`config.mk`:
```
export PLATFORM = sky130hd
export DESIGN_NAME = dslope_seq
export DESIGN_NICKNAME = d
export VERILOG_FILES = /design/src/rtl/dslope_pkg.sv /design/src/rtl/dslope_timer.sv /design/src/rtl/dslope_ctrl.sv /design/src/rtl/dslope_capture.sv /design/src/rtl/dslope_seq.sv
export SDC_FILE = /design/constraint.sdc
export NUM_CORES = 1
export LEC_CHECK = 0
export ABC_AREA = 1
export CELL_PAD_IN_SITES_DETAIL_PLACEMENT = 0
export CELL_PAD_IN_SITES_GLOBAL_PLACEMENT = 1
export CORE_UTILIZATION = 47
export DETAILED_ROUTE_END_ITERATION = 16
export DONT_BUFFER_PORTS = 1
export GPL_ROUTABILITY_DRIVEN = 0
export HOLD_SLACK_MARGIN = 0.12
export PLACE_DENSITY = 0.8
export SKIP_CTS_REPAIR_TIMING = 1
export SYNTH_ARGS = -nofsm -noshare
export SYNTH_HDL_FRONTEND = slang
export SYNTH_SLANG_ARGS = --single-unit
```
`constraint.sdc`:
```
create_clock -name clk -period 6.7 [get_ports clk]
set_input_delay 1.34 -clock clk [delete_from_list [all_inputs] [get_ports clk]]
set_output_delay 1.34 -clock clk [all_outputs]
set_load 0.02 [all_outputs]
```
`src/rtl/dslope_pkg.sv`:
```
package dslope_pkg;

    typedef enum logic [1:0] {
        PH_IDLE  = 2'd0,
        PH_AZERO = 2'd1,
        PH_RUNUP = 2'd2,
        PH_RUNDN = 2'd3
    } phase_e;

    typedef struct packed {
        logic int_reset;
        logic sel_input;
        logic sel_ref;
    } sw_t;

    typedef enum logic [1:0] {
        TM_HOLD = 2'd0,
        TM_LOAD = 2'd1,
        TM_INC  = 2'd2,
        TM_DEC  = 2'd3
    } tmop_e;

    function automatic sw_t phase_switches(phase_e ph);
        sw_t s;
        s = '0;
        case (ph)
            PH_AZERO: s.int_reset = 1'b1;
            PH_RUNUP: s.sel_input = 1'b1;
            PH_RUNDN: s.sel_ref   = 1'b1;
            default:  s = '0;
        endcase
        return s;
    endfunction

    function automatic int max3(int a, int b, int c);
        int m;
        m = (a > b) ? a : b;
        return (m > c) ? m : c;
    endfunction

endpackage

```
`src/rtl/dslope_timer.sv`:
```
module dslope_timer #(
    parameter int CNT_W = 8
) (
    input  logic                clk,
    input  logic                rst,
    input  dslope_pkg::tmop_e   op,
    input  logic [CNT_W-1:0]    load_val,
    output logic [CNT_W-1:0]    cnt
);
    import dslope_pkg::*;

    always_ff @(posedge clk) begin
        if (rst) begin
            cnt <= '0;
        end else begin
            case (op)
                TM_LOAD: cnt <= load_val;
                TM_INC:  cnt <= cnt + 1'b1;
                TM_DEC:  cnt <= cnt - 1'b1;
                default: cnt <= cnt;
            endcase
        end
    end

endmodule

```
`src/rtl/dslope_ctrl.sv`:
```
module dslope_ctrl #(
    parameter int N1    = 1000,
    parameter int NMAX  = 2047,
    parameter int AZ_W  = 8,
    parameter int CNT_W = 11
) (
    input  logic                clk,
    input  logic                rst,
    input  logic                start,
    input  logic                cmp_pos,
    input  logic [AZ_W-1:0]     az_len,
    input  logic [CNT_W-1:0]    cnt,
    output dslope_pkg::phase_e  phase,
    output dslope_pkg::tmop_e   tm_op,
    output logic [CNT_W-1:0]    tm_load,
    output logic                finish,
    output logic                sat
);
    import dslope_pkg::*;

    localparam logic [CNT_W-1:0] RUNUP_LAST = CNT_W'(N1 - 1);
    localparam logic [CNT_W-1:0] RUNDN_LAST = CNT_W'(NMAX);

    phase_e ph_q, ph_d;

    always_ff @(posedge clk) begin
        if (rst) ph_q <= PH_IDLE;
        else     ph_q <= ph_d;
    end

    always_comb begin
        ph_d    = ph_q;
        tm_op   = TM_HOLD;
        tm_load = '0;
        finish  = 1'b0;
        sat     = 1'b0;
        case (ph_q)
            PH_IDLE: begin
                if (start) begin
                    ph_d    = PH_AZERO;
                    tm_op   = TM_LOAD;
                    tm_load = CNT_W'(az_len);
                end
            end
            PH_AZERO: begin
                if (cnt == '0) begin
                    ph_d  = PH_RUNUP;
                    tm_op = TM_LOAD;
                end else begin
                    tm_op = TM_DEC;
                end
            end
            PH_RUNUP: begin
                if (cnt == RUNUP_LAST) begin
                    ph_d  = PH_RUNDN;
                    tm_op = TM_LOAD;
                end else begin
                    tm_op = TM_INC;
                end
            end
            PH_RUNDN: begin
                if (!cmp_pos) begin
                    ph_d   = PH_IDLE;
                    finish = 1'b1;
                end else if (cnt == RUNDN_LAST) begin
                    ph_d   = PH_IDLE;
                    finish = 1'b1;
                    sat    = 1'b1;
                end else begin
                    tm_op = TM_INC;
                end
            end
            default: ph_d = PH_IDLE;
        endcase
    end

    assign phase = ph_q;

endmodule

```
`src/rtl/dslope_capture.sv`:
```
module dslope_capture #(
    parameter int NMAX  = 2047,
    parameter int RES_W = 11,
    parameter int CNT_W = 11
) (
    input  logic                clk,
    input  logic                rst,
    input  logic                finish,
    input  logic                sat,
    input  logic [CNT_W-1:0]    cnt,
    output logic [RES_W-1:0]    result,
    output logic                overrange,
    output logic                done
);
    localparam logic [RES_W-1:0] RES_SAT = RES_W'(NMAX);

    always_ff @(posedge clk) begin
        if (rst) begin
            result    <= '0;
            overrange <= 1'b0;
            done      <= 1'b0;
        end else begin
            done <= finish;
            if (finish) begin
                result    <= sat ? RES_SAT : cnt[RES_W-1:0];
                overrange <= sat;
            end
        end
    end

endmodule

```
`src/rtl/dslope_seq.sv`:
```
module dslope_seq #(
    parameter int N1   = 1000,
    parameter int NMAX = 2047,
    parameter int AZ_W = 8,
    localparam int RES_W = $clog2(NMAX + 1)
) (
    input  logic             clk,
    input  logic             rst,
    input  logic             start,
    input  logic [AZ_W-1:0]  az_len,
    input  logic             cmp_pos,
    output logic             int_reset,
    output logic             sel_input,
    output logic             sel_ref,
    output logic [RES_W-1:0] result,
    output logic             overrange,
    output logic             done
);
    import dslope_pkg::*;

    localparam int CNT_W = max3(AZ_W, $clog2(N1), RES_W);

    phase_e           phase;
    tmop_e            tm_op;
    logic [CNT_W-1:0] tm_load;
    logic [CNT_W-1:0] cnt;
    logic             finish;
    logic             sat;
    sw_t              sw;

    dslope_timer #(.CNT_W(CNT_W)) u_timer (
        .clk      (clk),
        .rst      (rst),
        .op       (tm_op),
        .load_val (tm_load),
        .cnt      (cnt)
    );

    dslope_ctrl #(.N1(N1), .NMAX(NMAX), .AZ_W(AZ_W), .CNT_W(CNT_W)) u_ctrl (
        .clk     (clk),
        .rst     (rst),
        .start   (start),
        .cmp_pos (cmp_pos),
        .az_len  (az_len),
        .cnt     (cnt),
        .phase   (phase),
        .tm_op   (tm_op),
        .tm_load (tm_load),
        .finish  (finish),
        .sat     (sat)
    );

    dslope_capture #(.NMAX(NMAX), .RES_W(RES_W), .CNT_W(CNT_W)) u_cap (
        .clk       (clk),
        .rst       (rst),
        .finish    (finish),
        .sat       (sat),
        .cnt       (cnt),
        .result    (result),
        .overrange (overrange),
        .done      (done)
    );

    assign sw        = phase_switches(phase);
    assign int_reset = sw.int_reset;
    assign sel_input = sw.sel_input;
    assign sel_ref   = sw.sel_ref;

endmodule

```
==> results of run 1 <==
## worst reg2reg max path, cell delays in order (launching register included)
cell	delay, ns
sky130_fd_sc_hd__dfxtp_1	0.56
sky130_fd_sc_hd__nand2_1	0.14
sky130_fd_sc_hd__nor2_1	0.14
sky130_fd_sc_hd__nand3_1	0.11
sky130_fd_sc_hd__o21ai_1	0.23
sky130_fd_sc_hd__nand3_1	0.13
sky130_fd_sc_hd__inv_1	0.29
sky130_fd_sc_hd__ha_1	0.36
sky130_fd_sc_hd__a21oi_1	0.17
sky130_fd_sc_hd__nand2_1	0.10
sky130_fd_sc_hd__nand2_1	0.09
sky130_fd_sc_hd__nand2_1	0.10
sky130_fd_sc_hd__nand2_1	0.07
sky130_fd_sc_hd__nand2_1	0.06
sky130_fd_sc_hd__nand2_1	0.07
sky130_fd_sc_hd__nand3_1	0.07
sky130_fd_sc_hd__nor2_1	0.11
sky130_fd_sc_hd__nor2_1	0.05
sky130_fd_sc_hd__nor2_1	0.07
## metrics by stage
step	total power, uW	instances	util [%]	hold WS (ns)
final	685	304	52.7	0.527
after global routing	757	304	52.7	0.566
after CTS	688	304	52.7	0.539
after detailed placement	582	300	51.2	0.520
after global placement	582	300	51.2	0.515
after floorplan	520	260	-	0.482
## state kept, by name, summed over array words and instances (netlist names)
register and count:
u_cap.done 1, u_cap.overrange 1, u_cap.result 11, u_ctrl.phase 2, u_timer.cnt 11
## kinds of logic after synthesis
family	Yosys count
buffers and inverters	33
flip-flops	26
XOR/XNOR	3
adder cells (fa/ha/maj)	14
AO/OA/AOI/OAI	35
AND/OR/NAND/NOR	149
## Yosys cell counts, types with 3 or more instances
cell type	instances	area (um^2)
sky130_fd_sc_hd__nand3b_1	3	22.5
sky130_fd_sc_hd__nand2_1	85	319
sky130_fd_sc_hd__xor2_1	3	26.3
sky130_fd_sc_hd__a21oi_2	3	26.3
sky130_fd_sc_hd__dfxtp_1	26	521
sky130_fd_sc_hd__nor2_1	24	90.1
sky130_fd_sc_hd__nand3_1	23	115
sky130_fd_sc_hd__a31oi_1	6	37.5
sky130_fd_sc_hd__inv_1	25	93.8
sky130_fd_sc_hd__a21oi_1	19	95.1
sky130_fd_sc_hd__nand4_1	3	18.8
sky130_fd_sc_hd__nand2_2	4	25.0
sky130_fd_sc_hd__clkbuf_1	3	11.3
sky130_fd_sc_hd__ha_1	13	163
## layout make-up
class | instances | area [um^2] | area share [%]
multi-input combinational | 201 | 1070 | 59.2
tap | 46 | 57.6 | 3.20
inverter | 27 | 104 | 5.77
clock buffer | 3 | 22.5 | 1.25
clock inverter | 1 | 30.0 | 1.67
sequential | 26 | 520 | 28.9
## routing by layer
layer,track usage (%),up-vias
li1,-,839
met1,28.3,681
met2,37.6,36
met3,3.83,7
met4,7.27,0
met5,0,-
## cells in the final DEF (no fill, tap or decap), types with 2 or more instances in the layout
master,count
sky130_fd_sc_hd__a21oi_2,3
sky130_fd_sc_hd__clkbuf_4,3
sky130_fd_sc_hd__a31oi_1,6
sky130_fd_sc_hd__a21oi_1,19
sky130_fd_sc_hd__o21ai_1,2
sky130_fd_sc_hd__dfxtp_1,26
sky130_fd_sc_hd__xor2_1,3
sky130_fd_sc_hd__nor2_1,24
sky130_fd_sc_hd__nand3b_1,3
sky130_fd_sc_hd__nand4_1,3
sky130_fd_sc_hd__o21ai_0,2
sky130_fd_sc_hd__nor2_2,2
sky130_fd_sc_hd__nand2_1,85
sky130_fd_sc_hd__nand2_4,2
sky130_fd_sc_hd__inv_1,25
sky130_fd_sc_hd__nand3_1,23
sky130_fd_sc_hd__nand2_2,4
sky130_fd_sc_hd__ha_1,13
## path summary, 6_finish.rpt
| check | start | end | cells after the start | slack, ns |
|---|---|---|---|---|
| max | cmp_pos | u_timer.cnt[7] | 18 | 3.54 |
| min | u_timer.cnt[6] | u_cap.result[6] | 2 | 0.53 |
| max reg2reg | u_timer.cnt[0] | u_timer.cnt[7] | 18 | 3.74 |
| min reg2reg | u_timer.cnt[6] | u_cap.result[6] | 2 | 0.53 |
## power groups by stage
stage	clock (uW)	combinational (uW)	sequential (uW)
after floorplan	0	312	208
after global placement	0	361	221
after detailed placement	0	361	221
after CTS	110	361	217
after global routing	114	418	224
final	109	359	217
==> PnR_summary.wiki, run 1 <==
{| class="wikitable"
! Metric !! Value
|-
| Shortest period the worst path allows || 3.16 ns
|-
| WL met1 || roughly 1900 um
|-
| Outcome || completed
|-
| Biggest fanout along the worst timing path || 13
|-
| Switching portion of total power || 47.5%
|-
| Unrepaired setup endpoints after global routing || false
|-
| Ys Warns || 0
|-
| Achievable Freq || approximately 320 MHz
|-
| Worst path buffer plus inverter count || 2
|-
| Routed wire length per instance || between 10 and 15 um
|-
| Reported net switching power || 326 uW
|-
| Area delta synth->final || 4.50%
|-
| Routed met3 length || 167 um
|-
| Post-route fraction of the period consumed by the critical path || 47.1%
|-
| Number of buffers on the longest clock path || 2
|-
| Finish-stage setup viols || 0
|-
| Wire length of the first global-routing pass || ~7000 um
|-
| Count of pins over their slew limit || 0
|-
| Number of design rule violations left after detail routing || 0
|-
| Share of power burned in the clock network || roughly 16%
|-
| Ratio of cells with drive above 1 in the final layout || 7.36%
|-
| Routed length on met2 || approximately 1700 um
|-
| Crit path kind || input port to flip-flop
|-
| Mux contribution to synthesized area || 0%
|-
| CTS HTree Levels || 1
|-
| Top Family by Delay on Critical Path || simple AND/OR/NAND/NOR gates
|-
| Synth Area in Compound Gates || 11.8%
|-
| Number of global-route vias before repair || 1,529
|-
| Max-slew headroom at the worst pin || 70.0%
|-
| Power density cells || 381 nW/um^2
|-
| Final HPWL DP || 3000 um
|-
| Max-capacitance violation count || 0
|-
| Cell area reported after detailed placement || 1750 um^2
|-
| Worst EP required || approximately 7 ns
|-
| Clock Sinks || 26
|-
| Critical Path Sink Type || flip-flop
|-
| Slowest stage cell, crit path || sky130_fd_sc_hd__ha_1
|-
| Summed area of non-filler cells in the final layout || 1800 um^2
|-
| Clock tree from TritonCTS || yes
|-
| Vias || 1,563
|-
| Full die area || 3910 um^2
|-
| Final hold vios || 0
|-
| Critical-path cell list || nand2_1, inv_1, nand2_2, nand3_4, nand3_1, inv_1, ha_1, a21oi_1, nand2_1, nand2_1, nand2_1, nand2_1, nand2_1, nand2_1, nand3_1, nor2_1, nor2_1, nor2_1
|-
| Sequential group share of total power || about a third
|-
| Ant diodes || 0
|-
| Worst skew pair latency || 0.33 ns
|-
| Leakage power total || 0.000839 uW
|-
| Number of storage elements in the synthesis netlist || 26
|-
| Final worst setup slack || between 3 and 4 ns
|-
| Path class of the lowest-slack min-delay path || flip-flop to flip-flop
|-
| Antenna viol nets, final || 0
|-
| Highest routed layer || met4
|-
| Main flop type after synthesis || sky130_fd_sc_hd__dfxtp_1
|-
| GR Util All Layers || 22.2%
|-
| Post-Synthesis Net Count || 286
|-
| Adder and majority gate portion of the synthesized area || about a tenth
|-
| Worst ir drop on vdd || 0.154 mV
|-
| Number of distinct library cells after synthesis || 29
|-
| Area of the placeable core || roughly 3400 um^2
|-
| Startpoint type of the worst setup path || input port
|-
| Clock root buffer master || sky130_fd_sc_hd__clkbuf_4
|-
| Filler cells || 382
|-
| Main combinational cell family by area after synthesis || simple AND/OR/NAND/NOR gates
|-
| Number of I/O pins || 28
|-
| Die Y-Extent || 62.5 um
|-
| Antenna violations before repair || 0
|-
| Remaining Overflow, GRT || 0
|-
| Total wire length after detailed routing || about 3900 um
|-
| Die width || between 60 and 70 um
|-
| Share of power burned in combinational logic || 52.4%
|-
| Clk_skew || between 0.004 and 0.005 ns
|-
| Proportion of register bits with asynchronous set or reset after synthesis || 0%
|-
| Largest net degree at the start of global routing || 25
|-
| Slew @ Worst Pin || 0.449 ns
|-
| Post-synthesis share of cell area spent on and, or, nand and nor gates || 38.0%
|-
| Standard-cell row count || 21
|-
| Data arrival time of the worst path || approximately 3.4 ns
|-
| Number of buffers added on ports || 0
|-
| Xor and xnor fraction of the mapped netlist area || 1.53%
|-
| Effective utilization at floorplan || 50.4%
|-
| Via density || 5.14
|-
| DRC marker count from the first detailed-route iteration || 74
|-
| Critical path's most frequent cell || sky130_fd_sc_hd__nand2_1
|-
| Clock-pin slew reported for the worst setup and hold paths after clock tree synthesis || 0.14 ns
|-
| Sequential share of the synthesized area || 30.2%
|-
| Count of mapped cells out of synthesis || between 200 and 300
|-
| Number of synthesized flops with an enable pin || 0
|-
| Router iterations before antenna repair || 4
|-
| Summed instance area of the synthesized netlist || roughly 1700 um^2
|-
| Delay of the slowest cell on the worst path || approximately 0.36 ns
|-
| Final-stage net count || 285
|-
| Clock buffers created by TritonCTS || 3
|-
| Setup slack at placement || 3.19 ns
|-
| Avg Inst Size Synth || 6.63 um^2
|-
| Internal power consumption || 360 uW
|-
| Setup TNS || 0 ns
|}
Note: power is estimated with default switching activity, not from simulation.
==> inputs of run 2 (changes only) <==
--- a/config.mk
+++ b/config.mk
@@ -8,12 +8,12 @@
 export ABC_AREA = 1
 export CELL_PAD_IN_SITES_DETAIL_PLACEMENT = 0
 export CELL_PAD_IN_SITES_GLOBAL_PLACEMENT = 1
-export CORE_UTILIZATION = 47
+export CORE_UTILIZATION = 40
 export DETAILED_ROUTE_END_ITERATION = 16
 export DONT_BUFFER_PORTS = 1
 export GPL_ROUTABILITY_DRIVEN = 0
 export HOLD_SLACK_MARGIN = 0.12
-export PLACE_DENSITY = 0.8
+export PLACE_DENSITY = 0.72
 export SKIP_CTS_REPAIR_TIMING = 1
 export SYNTH_ARGS = -nofsm -noshare
 export SYNTH_HDL_FRONTEND = slang
==> constraint.sdc (replaced) <==
create_clock -name clk -period 2.7 [get_ports clk]
set_input_delay 0.54 -clock clk [delete_from_list [all_inputs] [get_ports clk]]
set_output_delay 0.54 -clock clk [all_outputs]
set_load 0.02 [all_outputs]
==> PnR_summary.wiki, run 2 (same netlist as run 1, synthesis figures left out) <==
{| class="wikitable"
! Metric !! Value
|-
| Critical path startpoint || u_timer.cnt[9]
|-
| Finish-stage setup viols || 0 (unchanged)
|-
| Path class of the lowest-slack min-delay path || input port to flip-flop
|-
| Summed area of non-filler cells in the final layout || 2030 um^2 (+13%)
|-
| Share of power burned in the clock network || 16.1% (+0.2 points)
|-
| Ratio of cells with drive above 1 in the final layout || 17.7% (+10 points)
|-
| Critical hold path startpoint || rst
|-
| Reported net switching power || 916 uW (+180%)
|-
| Setup slack at placement || 0.00955 ns (-3.18 ns)
|-
| Clock tree from TritonCTS || yes
|-
| Biggest fanout along the worst timing path || 5 (-8)
|-
| Ant diodes || 0 (unchanged)
|-
| Worst ir drop on vdd || 0.370 mV (+140%)
|-
| Clock Sinks || 26 (unchanged)
|-
| Critical Path Sink Type || flip-flop
|-
| Startpoint type of the worst setup path || flip-flop
|-
| Post-placement cell count || 322 (+7.3%)
|-
| Outcome || completed
|-
| Critical path's most frequent cell || sky130_fd_sc_hd__nand2_1
|-
| Sequential group share of total power || 25.4% (-6.3 points)
|-
| Largest net degree at the start of global routing || 25 (unchanged)
|-
| Worst EP required || 2.91 ns (-4.07 ns)
|-
| Leakage power total || 0.000938 uW (+12%)
|-
| Antenna violations before repair || 0 (unchanged)
|-
| Routed wire length per instance || 13.3 um (+4.0%)
|-
| Clock-pin slew reported for the worst setup and hold paths after clock tree synthesis || 0.10 ns (-0.04 ns)
|-
| Crit path kind || flip-flop to flip-flop
|-
| Data arrival time of the worst path || 2.63 ns (-0.81 ns)
|-
| Slowest stage cell, crit path || sky130_fd_sc_hd__dfxtp_1
|-
| Die Y-Extent || 67.6 um (+8.1%)
|-
| Final HPWL DP || 3310 um (+10%)
|-
| Number of buffers added on ports || 0 (unchanged)
|-
| Unrepaired setup endpoints after global routing || false
|-
| Non-filler cells, final || 327 (+7.6%)
|-
| Share of power burned in combinational logic || 58.6% (+6.2 points)
|-
| GR Util All Layers || 20.6% (-1.6 points)
|-
| Router iterations before antenna repair || 4 (unchanged)
|-
| Area of the placeable core || 4060 um^2 (+19%)
|-
| Achievable Freq || 414 MHz
|-
| Clock root buffer master || sky130_fd_sc_hd__clkbuf_8
|-
| Final-stage net count || 304 (+6.7%)
|-
| Antenna viol nets, final || 0 (unchanged)
|-
| Top Family by Delay on Critical Path || simple AND/OR/NAND/NOR gates
|-
| Wire length of the first global-routing pass || 6990 um (-0.20%)
|-
| Critical-path cell list || nand2_1, nor2_2, nand3_1, o21ai_2, nand3_4, inv_4, ha_4, a21oi_1, nand2_1, nand2_1, nand2_1, nand2_1, nand2_1, nand2_1, nand3_1, nor2_2, nor2_1, nor2_1
|-
| Number of design rule violations left after detail routing || 0 (unchanged)
|-
| Standard-cell row count || 23 (+9.5%)
|-
| Full die area || 4570 um^2 (+17%)
|-
| Via density || 4.99 (-3.0%)
|-
| Max-slew headroom at the worst pin || 74.5% (+4.5 points)
|-
| Setup TNS || 0 ns (unchanged)
|-
| DRC marker count from the first detailed-route iteration || 41 (-45%)
|-
| Final hold vios || 0 (unchanged)
|-
| Switching portion of total power || 45.3% (-2.2 points)
|-
| Filler cells || 443 (+16%)
|-
| Count of pins over their slew limit || 0 (unchanged)
|-
| Most used cells in the layout excluding fill and tap cells || sky130_fd_sc_hd__nand2_1 (85), sky130_fd_sc_hd__inv_1 (24), sky130_fd_sc_hd__dfxtp_1 (24)
|-
| CTS HTree Levels || 1 (unchanged)
|-
| Number of buffers on the longest clock path || 2 (unchanged)
|-
| Die width || 67.6 um (+8.1%)
|-
| Clk_skew || 0.00420 ns (-0.000742 ns)
|-
| Number of global-route vias before repair || 1,477 (-3.4%)
|-
| Start of the worst register-to-register path || u_timer.cnt[9]
|-
| Clock buffers created by TritonCTS || 3 (unchanged)
|-
| Shortest period the worst path allows || 2.42 ns
|-
| Number of I/O pins || 28 (unchanged)
|-
| Area delta synth->final || 17.6%
|-
| Remaining Overflow, GRT || 0 (unchanged)
|-
| Worst path buffer plus inverter count || 1 (-1)
|-
| Commonest non-fill, non-tap cell in the layout || sky130_fd_sc_hd__nand2_1
|-
| Internal power consumption || 1110 uW (+210%)
|-
| Delay of the slowest cell on the worst path || 0.38 ns (+0.02 ns)
|-
| Effective utilization at floorplan || 42.5% (-8.0 points)
|-
| Post-route fraction of the period consumed by the critical path || 89.5%
|-
| Power density cells || 998 nW/um^2 (+160%)
|-
| Total wire length after detailed routing || 4340 um (+12%)
|-
| Cell area reported after detailed placement || 1890 um^2 (+8.0%)
|-
| Vias || 1,631 (+4.4%)
|-
| Final worst setup slack || 0.284 ns (-3.26 ns)
|-
| Worst skew pair latency || 0.27 ns (-0.06 ns)
|-
| Max-capacitance violation count || 0 (unchanged)
|-
| Slew @ Worst Pin || 0.383 ns (-0.0663 ns)
|}
## run 2: layout make-up
class	count	area (um^2)	share of cell area, %
clock buffers	3	41.3	2.04
flip-flops and latches	26	523	25.8
inverters	27	109	5.37
repair buffers	18	135	6.67
repair inverters	1	6.26	0.309
multi-input cells	201	1120	55.2
well taps	50	62.6	3.09
clock inverters	1	30.0	1.48
## run 2: path summary, 6_finish.rpt
check,slack [ns],cells past startpoint,to
setup reg to reg,0.28,18,u_timer.cnt[7]
hold / removal,0.32,1,u_timer.cnt[4]
hold reg to reg,0.50,2,u_cap.result[6]
setup / recovery,0.28,18,u_timer.cnt[7]
## run 2: metrics by stage
| step | util (%) | power [uW] | hold WS [ns] |
|---|---|---|---|
| finish | 49.9 | 2020 | 0.316 |
| global route | 49.9 | 2200 | 0.305 |
| CTS | 48.3 | 1940 | 0.314 |
| detailed placement | 46.5 | 1610 | 0.497 |
| global placement | 46.5 | 1630 | 0.488 |
| floorplan | - | 1290 | 0.482 |
## run 2: power by group through the flow
stage               registers, uW  clock network (uW)  logic, uW
global placement              517                   0       1110
floorplan                     516                   0        775
detailed placement            519                   0       1090
global route                  523                 348       1330
CTS                           510                 333       1100
finish                        513                 325       1180
## run 2: metal layers
metal	up-vias	GRT usage (%)	wire length [um]	share of wire, %
met4	0	8.24	49	1.1
met5	-	0	0	0
met3	4	1.86	114	2.6
met1	726	28.8	2200	51
li1	873	-	-	-
met2	28	31.9	1970	45
